File: src/rtl/hbx_pkg.sv
package hbx_pkg;
   localparam int BUS_W = 8;
   localparam int DEV_W = 5;
   localparam int FN_W  = 3;
   localparam int REG_W = 10;
   localparam int CFG_SPAN_LOG2 = BUS_W + DEV_W + FN_W + REG_W + 2;

   typedef enum logic [1:0] {
      K_CFG_RD = 2'd0,
      K_CFG_WR = 2'd1,
      K_MEM_RD = 2'd2,
      K_MEM_WR = 2'd3
   } req_kind_e;

   typedef enum logic [1:0] {
      C_SC = 2'd0,
      C_UR = 2'd1,
      C_CA = 2'd2
   } cpl_sts_e;

   typedef enum logic [1:0] {
      S_IDLE  = 2'd0,
      S_ISSUE = 2'd1,
      S_WAIT  = 2'd2,
      S_RESP  = 2'd3
   } seq_st_e;
endpackage

File: src/rtl/hbx_addr_decode.sv
module hbx_addr_decode
   import hbx_pkg::*;
#(
   parameter int          AW        = 32,
   parameter logic [63:0] ECAM_BASE = 64'h3000_0000,
   parameter logic [63:0] OUT_BASE  = 64'h4000_0000,
   parameter int          OUT_LOG2  = 28,
   parameter int          ROOT_BUS  = 0
) (
   input  logic [AW-1:0]    addr,
   output logic             in_cfg,
   output logic             in_out,
   output logic             on_root,
   output logic [BUS_W-1:0] bus,
   output logic [DEV_W-1:0] dev,
   output logic [FN_W-1:0]  fn,
   output logic [REG_W-1:0] rg
);
   localparam int FN_LO  = REG_W + 2;
   localparam int DEV_LO = FN_LO + FN_W;
   localparam int BUS_LO = DEV_LO + DEV_W;

   if (AW > 64 || AW <= CFG_SPAN_LOG2) begin : g_bad_aw
      $error("hbx_addr_decode: AW out of range");
   end
   if (ECAM_BASE[CFG_SPAN_LOG2-1:0] != '0) begin : g_bad_cfg_align
      $error("hbx_addr_decode: configuration window not aligned to its span");
   end
   if (OUT_LOG2 < 2 || OUT_LOG2 >= AW) begin : g_bad_out
      $error("hbx_addr_decode: outbound region size out of range");
   end

   assign in_cfg  = (addr[AW-1:CFG_SPAN_LOG2] == ECAM_BASE[AW-1:CFG_SPAN_LOG2]);
   assign in_out  = (addr[AW-1:OUT_LOG2] == OUT_BASE[AW-1:OUT_LOG2]);
   assign bus     = addr[BUS_LO +: BUS_W];
   assign dev     = addr[DEV_LO +: DEV_W];
   assign fn      = addr[FN_LO +: FN_W];
   assign rg      = addr[2 +: REG_W];
   assign on_root = (bus == BUS_W'(ROOT_BUS));

   logic unused_lo;
   assign unused_lo = ^addr[1:0];
endmodule

File: src/rtl/hbx_win_match.sv
module hbx_win_match #(
   parameter int AW   = 32,
   parameter int NWIN = 4
) (
   input  logic [AW-1:0]      addr,
   input  logic [NWIN*AW-1:0] base,
   input  logic [NWIN*AW-1:0] limit,
   input  logic [NWIN-1:0]    en,
   output logic               hit
);
   if (NWIN < 1) begin : g_bad_nwin
      $error("hbx_win_match: NWIN must be at least 1");
   end

   logic [NWIN-1:0] hit_vec;

   for (genvar i = 0; i < NWIN; i++) begin : g_win
      assign hit_vec[i] = en[i]
                        && (addr >= base[i*AW +: AW])
                        && (addr <= limit[i*AW +: AW]);
   end

   assign hit = |hit_vec;
endmodule

File: src/rtl/hbx_bridge.sv
module hbx_bridge
   import hbx_pkg::*;
#(
   parameter int          AW              = 32,
   parameter int          DW              = 32,
   parameter int          NWIN            = 4,
   parameter logic [63:0] ECAM_BASE       = 64'h3000_0000,
   parameter logic [63:0] OUT_BASE        = 64'h4000_0000,
   parameter int          OUT_LOG2        = 28,
   parameter int          ROOT_BUS        = 0,
   parameter bit          PRESENCE_FILTER = 1'b1
) (
   input  logic                   clk,
   input  logic                   rst_n,
   input  logic                   h_valid,
   input  logic                   h_write,
   input  logic [AW-1:0]          h_addr,
   input  logic [DW-1:0]          h_wdata,
   output logic                   h_ready,
   output logic [DW-1:0]          h_rdata,
   output logic                   h_err,
   input  logic [NWIN*AW-1:0]     win_base,
   input  logic [NWIN*AW-1:0]     win_limit,
   input  logic [NWIN-1:0]        win_en,
   input  logic [(1<<(DEV_W+FN_W))-1:0] fn_present,
   output logic                   d_req_valid,
   output logic [1:0]             d_req_kind,
   output logic [AW-1:0]          d_req_addr,
   output logic [BUS_W-1:0]       d_req_bus,
   output logic [DEV_W-1:0]       d_req_dev,
   output logic [FN_W-1:0]        d_req_fn,
   output logic [REG_W-1:0]       d_req_reg,
   output logic [DW-1:0]          d_req_wdata,
   input  logic                   d_cpl_valid,
   input  logic [1:0]             d_cpl_status,
   input  logic [DW-1:0]          d_cpl_data
);
   localparam logic [DW-1:0] ALL_ONES = {DW{1'b1}};

   if (DW < 8) begin : g_bad_dw
      $error("hbx_bridge: DW too small");
   end

   // ---------------- decode ----------------
   logic             dc_cfg, dc_out, dc_root, win_hit, fn_missing;
   logic [BUS_W-1:0] dc_bus;
   logic [DEV_W-1:0] dc_dev;
   logic [FN_W-1:0]  dc_fn;
   logic [REG_W-1:0] dc_reg;

   hbx_addr_decode #(
      .AW(AW), .ECAM_BASE(ECAM_BASE), .OUT_BASE(OUT_BASE),
      .OUT_LOG2(OUT_LOG2), .ROOT_BUS(ROOT_BUS)
   ) u_decode (
      .addr(h_addr), .in_cfg(dc_cfg), .in_out(dc_out), .on_root(dc_root),
      .bus(dc_bus), .dev(dc_dev), .fn(dc_fn), .rg(dc_reg)
   );

   hbx_win_match #(.AW(AW), .NWIN(NWIN)) u_win (
      .addr(h_addr), .base(win_base), .limit(win_limit), .en(win_en), .hit(win_hit)
   );

   if (PRESENCE_FILTER) begin : g_presence
      assign fn_missing = dc_root && !fn_present[{dc_dev, dc_fn}];
   end else begin : g_no_presence
      logic unused_pres;
      assign unused_pres = ^fn_present;
      assign fn_missing  = 1'b0;
   end

   // ---------------- sequencer ----------------
   seq_st_e          state;
   req_kind_e        r_kind;
   logic [AW-1:0]    r_addr;
   logic [DW-1:0]    r_wdata, r_rdata;
   logic             r_err;
   logic [BUS_W-1:0] r_bus;
   logic [DEV_W-1:0] r_dev;
   logic [FN_W-1:0]  r_fn;
   logic [REG_W-1:0] r_reg;
   logic             take;

   assign take = (state == S_IDLE) && h_valid;

   always_ff @(posedge clk or negedge rst_n) begin
      if (!rst_n) begin
         state   <= S_IDLE;
         r_kind  <= K_CFG_RD;
         r_addr  <= '0;
         r_wdata <= '0;
         r_rdata <= '0;
         r_err   <= 1'b0;
         r_bus   <= '0;
         r_dev   <= '0;
         r_fn    <= '0;
         r_reg   <= '0;
      end else begin
         case (state)
            S_IDLE: if (h_valid) begin
               r_addr  <= h_addr;
               r_wdata <= h_wdata;
               r_bus   <= dc_bus;
               r_dev   <= dc_dev;
               r_fn    <= dc_fn;
               r_reg   <= dc_reg;
               r_rdata <= '0;
               r_err   <= 1'b0;
               if (dc_cfg) begin
                  r_kind <= h_write ? K_CFG_WR : K_CFG_RD;
                  if (fn_missing) begin
                     r_rdata <= h_write ? '0 : ALL_ONES;
                     state   <= S_RESP;
                  end else begin
                     state   <= S_ISSUE;
                  end
               end else if (dc_out && win_hit) begin
                  r_kind <= h_write ? K_MEM_WR : K_MEM_RD;
                  state  <= S_ISSUE;
               end else begin
                  r_err  <= 1'b1;
                  state  <= S_RESP;
               end
            end
            S_ISSUE: state <= S_WAIT;
            S_WAIT: if (d_cpl_valid) begin
               state <= S_RESP;
               case (r_kind)
                  K_CFG_RD: begin
                     if (d_cpl_status == C_SC)      r_rdata <= d_cpl_data;
                     else if (d_cpl_status == C_UR) r_rdata <= ALL_ONES;
                     else                           r_err   <= 1'b1;
                  end
                  K_MEM_RD: begin
                     if (d_cpl_status == C_SC) r_rdata <= d_cpl_data;
                     else                      r_err   <= 1'b1;
                  end
                  default: r_err <= (d_cpl_status != C_SC);
               endcase
            end
            default: state <= S_IDLE;
         endcase
      end
   end

   assign h_ready     = (state == S_RESP);
   assign h_rdata     = r_rdata;
   assign h_err       = r_err;
   assign d_req_valid = (state == S_ISSUE);
   assign d_req_kind  = r_kind;
   assign d_req_addr  = r_addr;
   assign d_req_bus   = r_bus;
   assign d_req_dev   = r_dev;
   assign d_req_fn    = r_fn;
   assign d_req_reg   = r_reg;
   assign d_req_wdata = r_wdata;

   // ---------------- assertions ----------------
   assert_missing_rd_ones_R5: assert property (@(posedge clk) disable iff (!rst_n)
      (PRESENCE_FILTER && take && dc_cfg && dc_root && !fn_present[{dc_dev, dc_fn}] && !h_write)
      |=> (h_ready && !h_err && h_rdata == ALL_ONES && !d_req_valid));

   assert_unclaimed_err_R3: assert property (@(posedge clk) disable iff (!rst_n)
      (take && !dc_cfg && dc_out && !win_hit) |=> (h_ready && h_err && !d_req_valid));

   assert_outside_err_R4: assert property (@(posedge clk) disable iff (!rst_n)
      (take && !dc_cfg && !dc_out) |=> (h_ready && h_err));

   assert_ur_ones_R6: assert property (@(posedge clk) disable iff (!rst_n)
      ((state == S_WAIT) && d_cpl_valid && r_kind == K_CFG_RD && d_cpl_status == C_UR)
      |=> (h_ready && !h_err && h_rdata == ALL_ONES));

   assert_single_req_R9: assert property (@(posedge clk) disable iff (!rst_n)
      d_req_valid |=> !d_req_valid);

   assert_ready_waits_R9: assert property (@(posedge clk) disable iff (!rst_n)
      ((state == S_WAIT) && !d_cpl_valid) |=> !h_ready);

   assert_no_overlap_R9: assert property (@(posedge clk) disable iff (!rst_n)
      !(h_ready && d_req_valid));
endmodule

File: config.mk
export PLATFORM = sky130hd
export DESIGN_NAME = hbx_bridge
export DESIGN_NICKNAME = d
export VERILOG_FILES = /design/src/rtl/hbx_pkg.sv /design/src/rtl/hbx_addr_decode.sv /design/src/rtl/hbx_win_match.sv /design/src/rtl/hbx_bridge.sv
export SDC_FILE = /design/constraint.sdc
export NUM_CORES = 1
export LEC_CHECK = 0
export ABC_AREA = 1
export CORE_AREA = 2 2 292 294
export CTS_CLUSTER_DIAMETER = 120
export CTS_CLUSTER_SIZE = 8
export DETAILED_ROUTE_END_ITERATION = 10
export DIE_AREA = 0 0 294 296
export PLACE_DENSITY_LB_ADDON = 0.15
export SYNTH_ARGS = -nofsm -noshare
export SYNTH_HDL_FRONTEND = slang
export SYNTH_SLANG_ARGS = --single-unit
File: constraint.sdc
create_clock -name clk -period 3.5 [get_ports clk]
set_clock_uncertainty 0.05 [all_clocks]
set_input_delay 0.35 -clock clk [delete_from_list [all_inputs] [get_ports clk]]
set_output_delay 0.35 -clock clk [all_outputs]
set_load 0.05 [all_outputs]
Word level (Yosys, flattened, before mapping)
Cells that the tools add are included.
- $mul: 0
- bitwise operators: 0
- equality and inequality tests: 15
- mux-type cells: 31
- shift-type cells: 0
- order comparisons: 9
- add/sub/neg operators: 0
- reduce and logical (&&, ||, !) cells: 24
- div/mod/pow operators: 0
- operators with widths (kind ; number):
    $mux W32 ; 8
    $ge A32 B32 Y1 ; 4
    $le A32 B32 Y1 ; 4
    $pmux W32 S2 ; 2
    $mux W2 ; 7
    $ne A3 B3 Y1 const B ; 4
    $reduce_and A6 Y1 ; 2
    $logic_and A1 B1 Y1 ; 10
    $mux W1 ; 10
    $lt A8 B9 Y1 const B ; 1
    $bmux W1 S8 ; 1
    $logic_not A8 Y1 ; 1
    $eq A2 B2 Y1 const B ; 3
    $logic_not A2 Y1 ; 3
    $pmux W2 S3 ; 1
    $reduce_bool A2 Y1 ; 3
    $eq A2 B1 Y1 const B ; 2
    $eq A4 B2 Y1 const B ; 1
    $eq A4 B3 Y1 const B ; 1
    $ne A2 B2 Y1 const B ; 2
    $ne A4 B4 Y1 const B ; 1
    $pmux W1 S2 ; 2
    $reduce_and A2 Y1 ; 2
    $reduce_or A4 Y1 ; 1
    other kinds (3) ; 3
- word-level logic and storage cells: 89
- latch bits: 0
- bits of input ports: 619
- flip-flop bits (word level): 127
- memories kept: 0
- bits in writable memories: 0
- output and inout bits: 127
- bits in read-only memories: 0

Depth between registers and ports, before layout
Gate-level depths: netlist of the first run.
- depth after elaboration: 9
- gate-level depth with buffers: 23
- mapped depth without buffers: 23

Modules after synthesis
From an unflattened synthesis of the first run, not the netlist that was laid out.
- cell total of the unflattened synthesis: 2130
- area total of the unflattened synthesis: 14684.1 um2
- modules (own cells, without submodules) (module ; area each (um2) ; instances ; cells each ; seq. area each (um2)):
    hbx_bridge ; 7558.5 ; 1 ; 974 ; 3178.0
    hbx_win_match ; 6872.8 ; 1 ; 1118 ; 0.0
    hbx_addr_decode ; 252.7 ; 1 ; 38 ; 0.0

Worst setup path before layout of the first run
OpenSTA, ideal clock, no wires.
- kind: reg-to-reg
- start point: register state[0]
- end point: register r_rdata[21] (netlist: h_rdata[21])
- stages on the path, launching flop included: 12
- data required time: 3.329 ns
- buffers on the path: 3
- path slack: 1.262 ns
- arrival: 2.067 ns
- clock period less this slack: 2.238 ns
- setup time: 0.121 ns
- path through: dfrtp_1 -> inv_1 -> ha_1 -> buf_2 -> inv_1 -> o22ai_1 -> nor2_1 -> a21boi_0 -> buf_1 -> clkbuf_1 -> nand2_1 -> o22a_1
- longest elaborated chain between the ends: 3
- elaborated cells between the ends (all ways): 10
- classes of those cells: eq/ne: 6; mux: 1; reduce/logical: 3
- RTL lines (what ; RTL line ; text):
    from (decl) ; hbx_bridge.sv:72 ; seq_st_e state;
    from (signal assigned) ; hbx_bridge.sv:87 ; state <= S_IDLE;
    from (signal assigned) ; hbx_bridge.sv:112 ; state <= S_RESP;
    from (signal assigned) ; hbx_bridge.sv:114 ; state <= S_ISSUE;
    $eq A2 B2 Y1 / $logic_not A2 Y1 (equally long branches) ; hbx_bridge.sv:98 ; case (state)
    $ne A4 B4 Y1 (no source line), or another cell as far along ; n/a ;
    $reduce_and A6 Y1 (no source line) ; n/a ;
    to (signal assigned) ; hbx_bridge.sv:111 ; r_rdata <= h_write ? '0 : ALL_ONES;
    to (signal assigned) ; hbx_bridge.sv:129 ; if (d_cpl_status == C_SC) r_rdata <= d_cpl_data;
    to (signal assigned) ; hbx_bridge.sv:134 ; if (d_cpl_status == C_SC) r_rdata <= d_cpl_data;
    to (decl) ; hbx_bridge.sv:75 ; logic [DW-1:0] r_wdata, r_rdata;
Parallel ways exist; a longest one is shown, timed or not.
A chain may end at the register's enable or synchronous reset.

Final worst setup path of the first run
- start point: input port h_addr[10]
- end point: register state[1]
- longest elaborated chain between the ends: 9
- elaborated cells between the ends (all ways): 22
- classes of those cells: order compare: 8; mux: 4; reduce/logical: 10
- RTL lines (what ; RTL line ; text):
    from (decl) ; hbx_bridge.sv:17 ; input logic [AW-1:0] h_addr,
    $ge A32 B32 Y1 ; hbx_win_match.sv:19 ; && (addr >= base[i*AW +: AW])
    $logic_and A1 B1 Y1 ; hbx_win_match.sv:19 ;
    $logic_and A1 B1 Y1 ; hbx_win_match.sv:20 ; && (addr <= limit[i*AW +: AW]);
    $reduce_or A4 Y1 * ; hbx_win_match.sv:23 ; assign hit = |hit_vec;
    $logic_and A1 B1 Y1 * ; hbx_bridge.sv:116 ; end else if (dc_out && win_hit) begin
    $mux W2 * ; hbx_bridge.sv:116 ;
    $mux W2 * ; hbx_bridge.sv:108 ; if (dc_cfg) begin
    $mux W2 * ; hbx_bridge.sv:99 ; S_IDLE: if (h_valid) begin
    $pmux W2 S3 * ; hbx_bridge.sv:98 ;
    to (signal assigned) ; hbx_bridge.sv:112 ;
    to (signal assigned) ; hbx_bridge.sv:118 ; state <= S_ISSUE;
    to (signal assigned) ; hbx_bridge.sv:121 ; state <= S_RESP;
Mark *: on every way between the ends. The rest lies on a longest branch, timed or not. The select of a mux whose other input is x is not followed.

==> results of run 1 <==
-- cell usage after synthesis, drive strengths merged, types with 4 or more instances --
library cell  number
nand2            579
inv              332
ha               260
nand3            224
a21oi            123
nor2             106
dfrtp            101
o21ai            101
buf               74
mux2              45
o22a              32
clkbuf            31
nand4             21
o21a              14
o22ai              8
nor3               6
nor4               6
o21bai             5
a21o               4
-- flip-flops by register name, summed over array words and instances, names as in the netlist --
register and cells:
d_req_addr 32, d_req_wdata 32, state 2, h_err 1, h_rdata 32, d_req_kind 2
-- kinds of logic (layout without fill, tap and decap cells) --
group,after synthesis,count (layout),synth area share
buf+inv,440,1170,0.137
fa+ha+maj,260,260,0.237
compound gates,293,293,0.121
simple gates,942,942,0.284
flops,101,101,0.184
other cells,0,20,0
mux,45,45,0.0369
-- worst register-to-register path: stages, from the launching register on --
cell and delay [ps]:
dfrtp_1 400, inv_1 80, ha_1 300, inv_1 170, o22ai_1 160, nor2_1 200, a21boi_4 570, buf_12 290
nand2_1 130, o22a_1 190
-- power by group through the flow --
stage | registers, mW | clock network [mW] | logic [mW]
floorplan | 4.15 | 0 | 2.93
global placement | 2.20 | 0 | 7.82
detailed placement | 2.23 | 0 | 7.86
CTS | 2.21 | 1.23 | 7.89
global route | 2.27 | 1.27 | 8.33
finish | 2.19 | 1.16 | 7.78
-- final cells by class --
cell class                      instances  area, sq um  share of cell area
Multi-Input combinational cell       1540         9360               0.406
Antenna cell                           20         50.0             0.00217
Tap cell                             1090         1360              0.0592
Inverter                              335         1260              0.0547
Clock buffer                            9          225             0.00978
Clock inverter                          7         83.8             0.00364
Sequential cell                       101         2530               0.110
Timing Repair Buffer                  819         8170               0.355
-- stage by stage --
stage               power (mW)  utilization
floorplan                 7.08            -
global placement          10.0        0.269
detailed placement        10.1        0.269
CTS                       11.3        0.273
global route              11.9        0.273
finish                    11.1        0.274
-- per-layer routing --
metal / global-route usage / vias to the layer above / routed length (um)
li1: - / 8255 / -
met1: 0.190 / 7518 / 30700
met2: 0.311 / 485 / 38600
met3: 0.0527 / 89 / 5340
met4: 0.0372 / 38 / 1250
met5: 0 / - / 247
-- final timing paths --
kind	from	end	cells after the start
setup / recovery	h_addr[10]	state[1]	19
hold / removal	d_req_addr[31]	d_req_addr[31]	2
setup reg to reg	state[0]	h_rdata[3]	9
hold reg to reg	d_req_addr[31]	d_req_addr[31]	2
max in group asynchronous	rst_n	d_req_addr[28]	3
min in group asynchronous	rst_n	h_rdata[6]	2
-- repair_timing --
action | in CTS | in global routing
hold buffers | 1 | 0
setup endpoints to repair | 0 | 3
resized for setup | 0 | 5
hold endpoints to repair | 24 | 0
==> metrics, run 1 <==
Die Span Y 296 um; Mapped Cells 2,081; DRT antenna net count 0; sequential share of the synthesized area 0.184; DR DRC count 0; critical path cell sequence clkdlybuf4s50_1 -> buf_4 -> ha_1 -> nand3_1 -> nand2_1 -> a21oi_1 -> nand2_1 -> nand2_1 -> nand3_1 -> nand3_1 -> nand2_1 -> o21ai_1 -> buf_4 -> nand2_1 -> nand2_1 -> nand2_1 -> nand2_1 -> nand2_1 -> nand2_1; first-pass GRT wire length 109 mm; post-route setup TNS 0 ps; global-route congestion overflow total 0; maximum vdd drop 0.000488 V; largest net degree at the start of global routing 92; Placed Cells slightly below 4,000; postcts setup bufs 0; Max clock buf depth 2; min cycle time layout roughly 3100 ps; worst path required time 3780 ps; Post-DP Area 0.0227 sq mm; Combinational Power Share 0.699; Total GRT Usage 0.169; initial core utilization 0.163; most frequent cells in the layout clkdlybuf4s50_1 (739), nand2_1 (578), inv_1 (331), ha_1 (260), nand3_1 (223); clock slew at reported path FFs approximately 90 ps; sw frac 0.519; DR vias 16,400; run status complete, no violations; Yosys reg bits 101; Yosys top cell by area ha_1; RSZ-0062 raised after global routing false; crit-path max FO 6; period utilization 0.873; die area between 0.08 and 0.09 sq mm; Worst Path Arrival 3340 ps; HPWL after detailed placement roughly 65 mm; DR pass1 iterations 5; CTS tree done; crit-path most repeated cell nand2_1; Starting DRT DRC Count roughly 700; PwrDens 484 mW/mm^2; Avg Cell Area, Syn 6.61 sq um; max-cap violation count 0; clk sinks between 100 and 150; Clock Root Buffer clkbuf_16; Worst setup SP type primary input; pre-CTS WS -326 ps; DR WL/cell a little under 20 um; final setup vio count 0; # rows 107; post-route cell area between 0.02 and 0.025 sq mm; Int Power about 5.4 mW; Post-synth ARST share 1.00; Synth Flop Type dfrtp_1; WL final between 70 and 80 mm; routability congestion estimate 0.845; initial antenna violation count 37; post-synth top area share 0.237; Clock Latency Late Sink 390 ps; Top delay family on crit path simple AND/OR/NAND/NOR gates; leading cell type in the layout, fill and taps excluded clkdlybuf4s50_1; H-tree depth 3; num ports 746; synthesized cell area 0.0137 sq mm; via-per-instance ratio 4.18; max frequency 0.327 GHz; CP Capture Type flop; Nets about 3,700; number of port buffers around 750; count of cell types in the netlist 32; sw power 5.78 mW; vias in the first global route ~17,000; actual slew at the worst max-slew pin roughly 790 ps; Clk pwr share 0.104; Non-Filler Instances 3,921; CP max stage delay 620 ps; Sequential Power Share 0.197; Max Slew Vio Count 0; Placeable Area 0.0842 sq mm; # fillers ~9,300; layout cell share with drive strength beyond 1 0.0516; Fin Hold WS 455 ps; kind of critical path primary input to flop; final setup margin roughly 440 ps; Yosys warning count 0; Hold Crit Class flop to flop; R2R setup slack approximately 860 ps; leak pwr approximately 11 nW; Mapped Nets 2,960; Die Wd 294 um; number of synthesized flops with an enable pin 0; slowest CP cell clkdlybuf4s50_1; clock buffer count from CTS 9; Final Hold Fails 0; area growth from synthesis to layout 67.6%; slew margin rel. 0.470; top cells by area, synth ha_1 (24%), dfrtp_1 (18%), nand2_1 (16%); Bufs and invs on worst path 3
Note: power is estimated with default switching activity, not from simulation.
==> inputs of run 2 (changes only) <==
==> constraint.sdc (replaced) <==
create_clock -name clk -period 3 [get_ports clk]
set_clock_uncertainty 0.05 [all_clocks]
set_input_delay 0.3 -clock clk [delete_from_list [all_inputs] [get_ports clk]]
set_output_delay 0.3 -clock clk [all_outputs]
set_load 0.05 [all_outputs]
==> metrics, run 2 (same netlist as run 1, synthesis figures left out) <==
postcts setup bufs 0; global-route congestion overflow total 0; run status complete, no violations; leading cell type in the layout, fill and taps excluded clkdlybuf4s50_1; clock buffer count from CTS 9; via-per-instance ratio around 4.2; max frequency about 0.36 GHz; sw power 6.79 mW; H-tree depth 3; layout cell share with drive strength beyond 1 0.0680; Crit. Startpoint h_addr[18]; DRT antenna net count 0; Non-Filler Instances 3,959; DR DRC count 0; initial antenna violation count 46; Int Power 6.31 mW; # rows roughly 110; largest net degree at the start of global routing 81; Final Hold Fails 0; DR WL/cell 19.5 um; die area 0.0870 sq mm; PwrDens 558 mW/mm^2; max-cap violation count 0; maximum vdd drop 0.000444 V; Die Span Y 296 um; clk sinks slightly above 100; R2R setup slack 510 ps; Worst R2R End h_rdata[21]; Multi-input gate area 0.00938 sq mm; Sequential Power Share 0.195; HPWL after detailed placement 65.8 mm; Worst setup SP type primary input; Post-DP Area approximately 0.023 sq mm; Nets ~3,700; vias in the first global route 17,300; leak pwr 11.5 nW; Placeable Area 0.0842 sq mm; first-pass GRT wire length 111 mm; sw frac 0.518; DR vias 16,600; Starting DRT DRC Count 790; actual slew at the worst max-slew pin 645 ps; Clock Latency Late Sink 390 ps; DR pass1 iterations 5; post-route setup TNS 0 ps; Placed Cells 3,926; worst path required time 3290 ps; kind of critical path primary input to flop; most frequent cells in the layout clkdlybuf4s50_1 (737), nand2_1 (578), inv_1 (331), ha_1 (260), nand3_1 (223); CP Capture Type flop; Hold Crit Class primary input to asynchronous set/reset pin; # fillers 9,212; Total GRT Usage 0.172; Max clock buf depth 2; Combinational Power Share 0.700; Max Slew Vio Count 0; period utilization 0.922; Clk pwr share 0.105; Reg area 0.00253 sq mm; clock slew at reported path FFs 90 ps; min cycle time layout between 2000 and 3000 ps; area growth from synthesis to layout 70.9%; slew margin rel. 0.565; routability congestion estimate 0.870; final total power roughly 13 mW; post-route cell area around 0.023 sq mm; Clock Root Buffer clkbuf_16; CTS tree done; R2R depth 9; reg-to-reg startpoint state[0]; final setup vio count 0; WL final 77.3 mm; Final Util 0.279; Worst Path Arrival 3050 ps; num ports 746; number of port buffers between 700 and 800; initial core utilization 0.163; crit-path max FO 4; Die Wd 294 um
## run 2: cell types whose count changed in the layout (fill, tap and decap cells not counted), sizes merged
cell	delta
clkdlybuf4s50	-2
clkinv	+1
buf	+42
dlymetal6s2s	+2
inv	-1
diode	-4
## run 2: repair_timing
item	in CTS	in global routing
gates resized for setup	0	16
hold buffers	1	0
setup endpoints to repair	0	4
endpoints found under the hold margin	38	0
## run 2: worst max path at each step
stage | slack, ps | endpoint | cells after the start
floorplan | 760 | h_rdata[21] | 11
global placement | -460 | state[1] | 20
detailed placement | -400 | state[1] | 20
CTS | 20 | state[1] | 20
global route | -50 | d_req_kind[0] | 16
finish | 230 | state[1] | 20
## run 2: worst max-delay path, stage by stage
cell and delay, ps:
clkdlybuf4s50_1 540, ha_1 370, nand2_1 50, o21ai_0 530, buf_4 230, nand2_1 50, nand2_1 50, a21oi_1 60
nand2_1 60, nand2_1 50, nand3_1 60, nand2_1 50, o21ai_1 140, buf_4 140, nand2_1 80, nand2_1 80
nand2_1 50, nand2_1 60, nand2_1 40, nand2_1 50
## run 2: metal layers
layer,track usage,part of all wire,vias to the layer above
li1,-,-,8326
met1,0.199,0.41,7657
met2,0.307,0.50,508
met3,0.0546,0.076,106
met4,0.0443,0.017,50
met5,0,0.0040,-
## run 2: power by group through the flow
stage / clock, mW / sequential [mW] / combinational [mW]
2_1_floorplan: 0 / 4.84 / 3.41
3_5_place_dp: 0 / 2.60 / 9.27
4_1_cts: 1.46 / 2.58 / 9.30
3_3_place_gp: 0 / 2.57 / 9.23
6_report: 1.37 / 2.56 / 9.17
5_1_grt: 1.49 / 2.66 / 9.84
## run 2: metrics by stage
stage / setup WS (ps) / hold slack [ps]
final: 233 / 378
after global routing: -47.8 / 419
after CTS: 19.8 / 368
after detailed placement: -403 / 282
after global placement: -461 / 275
after floorplan: 762 / -45.6
## run 2: final cells by class
| type | instances | share of cell area |
|---|---|---|
| inverter | 335 | 0.0536 |
| tap | 1090 | 0.0580 |
| timing repair buffer | 861 | 0.367 |
| antenna | 16 | 0.00170 |
| clock inverter | 7 | 0.00367 |
| clock buffer | 9 | 0.00959 |
| multi-input combinational | 1540 | 0.399 |
| sequential | 101 | 0.108 |
==> inputs of run 3 (changes only) <==
--- a/config.mk
+++ b/config.mk
@@ -11,6 +11,7 @@
 export CTS_CLUSTER_SIZE = 8
 export DETAILED_ROUTE_END_ITERATION = 10
 export DIE_AREA = 0 0 294 296
+export DONT_BUFFER_PORTS = 1
 export PLACE_DENSITY_LB_ADDON = 0.15
 export SYNTH_ARGS = -nofsm -noshare
 export SYNTH_HDL_FRONTEND = slang
==> metrics, run 3 (same netlist as run 1, synthesis figures left out) <==
R2R setup slack 600 ps; max-cap violation count 0; min cycle time layout 2530 ps; CP Capture Type flop; clk sinks 101; PwrDens 658 mW/mm^2; global-route congestion overflow total 0; kind of critical path primary input to flop; run status complete, no violations; DRT antenna net count 0; CTS Hold Buffers Added 48; Die Span Y slightly below 300 um; CTS tree done; Placeable Area about 0.084 sq mm; final setup vio count 0; # fillers just under 10,000; Starting DRT DRC Count 570; Max clock buf depth 2; Final Util 0.185; sw frac 0.601; crit-path most repeated cell nand3_1; max frequency 0.396 GHz; postcts setup bufs 0; most frequent cells in the layout nand2_1 (578), inv_1 (331), ha_1 (260), nand3_1 (223), a21oi_1 (123); Hold Crit Class primary input to flop; DR WL/cell 21.3 um; Worst Hold Launch h_addr[19]; DR DRC count 0; Clock Latency Late Sink 390 ps; post-route cell area approximately 0.016 sq mm; num ports roughly 750; area growth from synthesis to layout 13.3%; Nets 2,944; WL final roughly 67 mm; Worst R2R End h_rdata[3]; critical path cell sequence clkinv_2 -> buf_12 -> buf_4 -> o21ai_0 -> o22ai_1 -> nand2_1 -> nand3_1 -> nand3_1 -> nand2_1 -> nand2_1 -> nand3_1 -> nand3_1 -> nand3_2 -> nor2_4 -> o22a_1; largest net degree at the start of global routing 143; initial core utilization 0.163; clock buffer count from CTS 9; Reg area 0.00253 sq mm; routability congestion estimate between 0.8 and 0.9; worst path required time around 3300 ps; # rows 107; reg-to-reg startpoint state[0]; via-per-instance ratio between 4 and 5; vias in the first global route 13,900; final total power 10.2 mW; Int Power a little over 4 mW; DR pass1 iterations 5; Clk pwr share 0.121; Combinational Power Share 0.326; CP max stage delay 650 ps; actual slew at the worst max-slew pin 1090 ps; cts repair resizes 0; hold path depth 2; Multi-input gate area between 0.009 and 0.01 sq mm; leak pwr 8.22 nW; period utilization 0.842; RSZ-0062 raised after global routing false; Sequential Power Share 0.553; Clock Root Buffer clkbuf_16; first-pass GRT wire length 93.9 mm; leading cell type in the layout, fill and taps excluded nand2_1; Fin Hold WS between 30 and 40 ps; Post-DP Area between 0.01 and 0.015 sq mm; maximum vdd drop about 0.00045 V; post-route setup TNS 0 ps; R2R depth 9; Worst setup SP type primary input; initial antenna violation count 11; # diodes 0; Worst Path Arrival 2800 ps; clock slew at reported path FFs roughly 90 ps; slowest CP cell nor2_4; Die Wd 294 um; crit-path max FO 142; Final Hold Fails 0; Max Slew Vio Count 0; WHS Endpoint d_req_addr[19]; layout cell share with drive strength beyond 1 0.0469; number of port buffers 0; H-tree depth 3; sw power 6.15 mW; die area 0.0870 sq mm; HPWL after detailed placement 56.3 mm; DR vias between 10,000 and 15,000; Total GRT Usage 0.149; slew margin rel. 0.274
[run 3: area by class of cell]
cell class | count | share of cell area
clock buffer | 10 | 0.0147
multi-input combinational | 1540 | 0.600
timing repair buffer | 78 | 0.0505
inverter | 335 | 0.0809
sequential | 101 | 0.162
clock inverter | 6 | 0.00370
tap | 1090 | 0.0876
[run 3: worst max-delay path by stage]
| stage | from | endpoint | slack (ps) | depth (start not counted) |
|---|---|---|---|---|
| 3_5_place_dp | h_addr[13] | h_rdata[20] | 20 | 14 |
| 6_report | h_addr[12] | h_rdata[28] | 470 | 15 |
| 3_3_place_gp | win_limit[27] | state[1] | 20 | 19 |
| 2_1_floorplan | state[0] | h_rdata[21] | 760 | 11 |
| 5_1_grt | win_limit[27] | state[1] | 260 | 19 |
| 4_1_cts | h_addr[13] | h_rdata[4] | 440 | 14 |
[run 3: through the flow]
stage / cells / worst slack [ps]
floorplan: 2081 / 762
finish: 3160 / 474
detailed placement: 3096 / 17.0
global route: 3160 / 261
CTS: 3160 / 443
global placement: 3096 / 19.2
[run 3: layer usage]
layer,routed length (um),up-vias,global-route usage,part of all wire
met1,27400,6310,0.172,0.41
met2,33100,532,0.263,0.49
met3,5610,77,0.0511,0.083
li1,-,6736,-,-
met4,1260,14,0.0338,0.019
met5,98,-,0,0.0015
[run 3: power by group through the flow]
stage,sequential [mW],clock (mW),combinational [mW]
3_3_place_gp,5.73,0,3.25
6_report,5.66,1.24,3.34
2_1_floorplan,4.84,0,3.41
5_1_grt,5.77,1.36,3.82
3_5_place_dp,5.72,0,3.33
4_1_cts,5.69,1.33,3.43
[run 3: critical path: cells and delay by family]
family	cells	cell delay, ps
AND/OR/NAND/NOR	9	1430
AO/OA/AOI/OAI	3	450
buffers and inverters	3	470
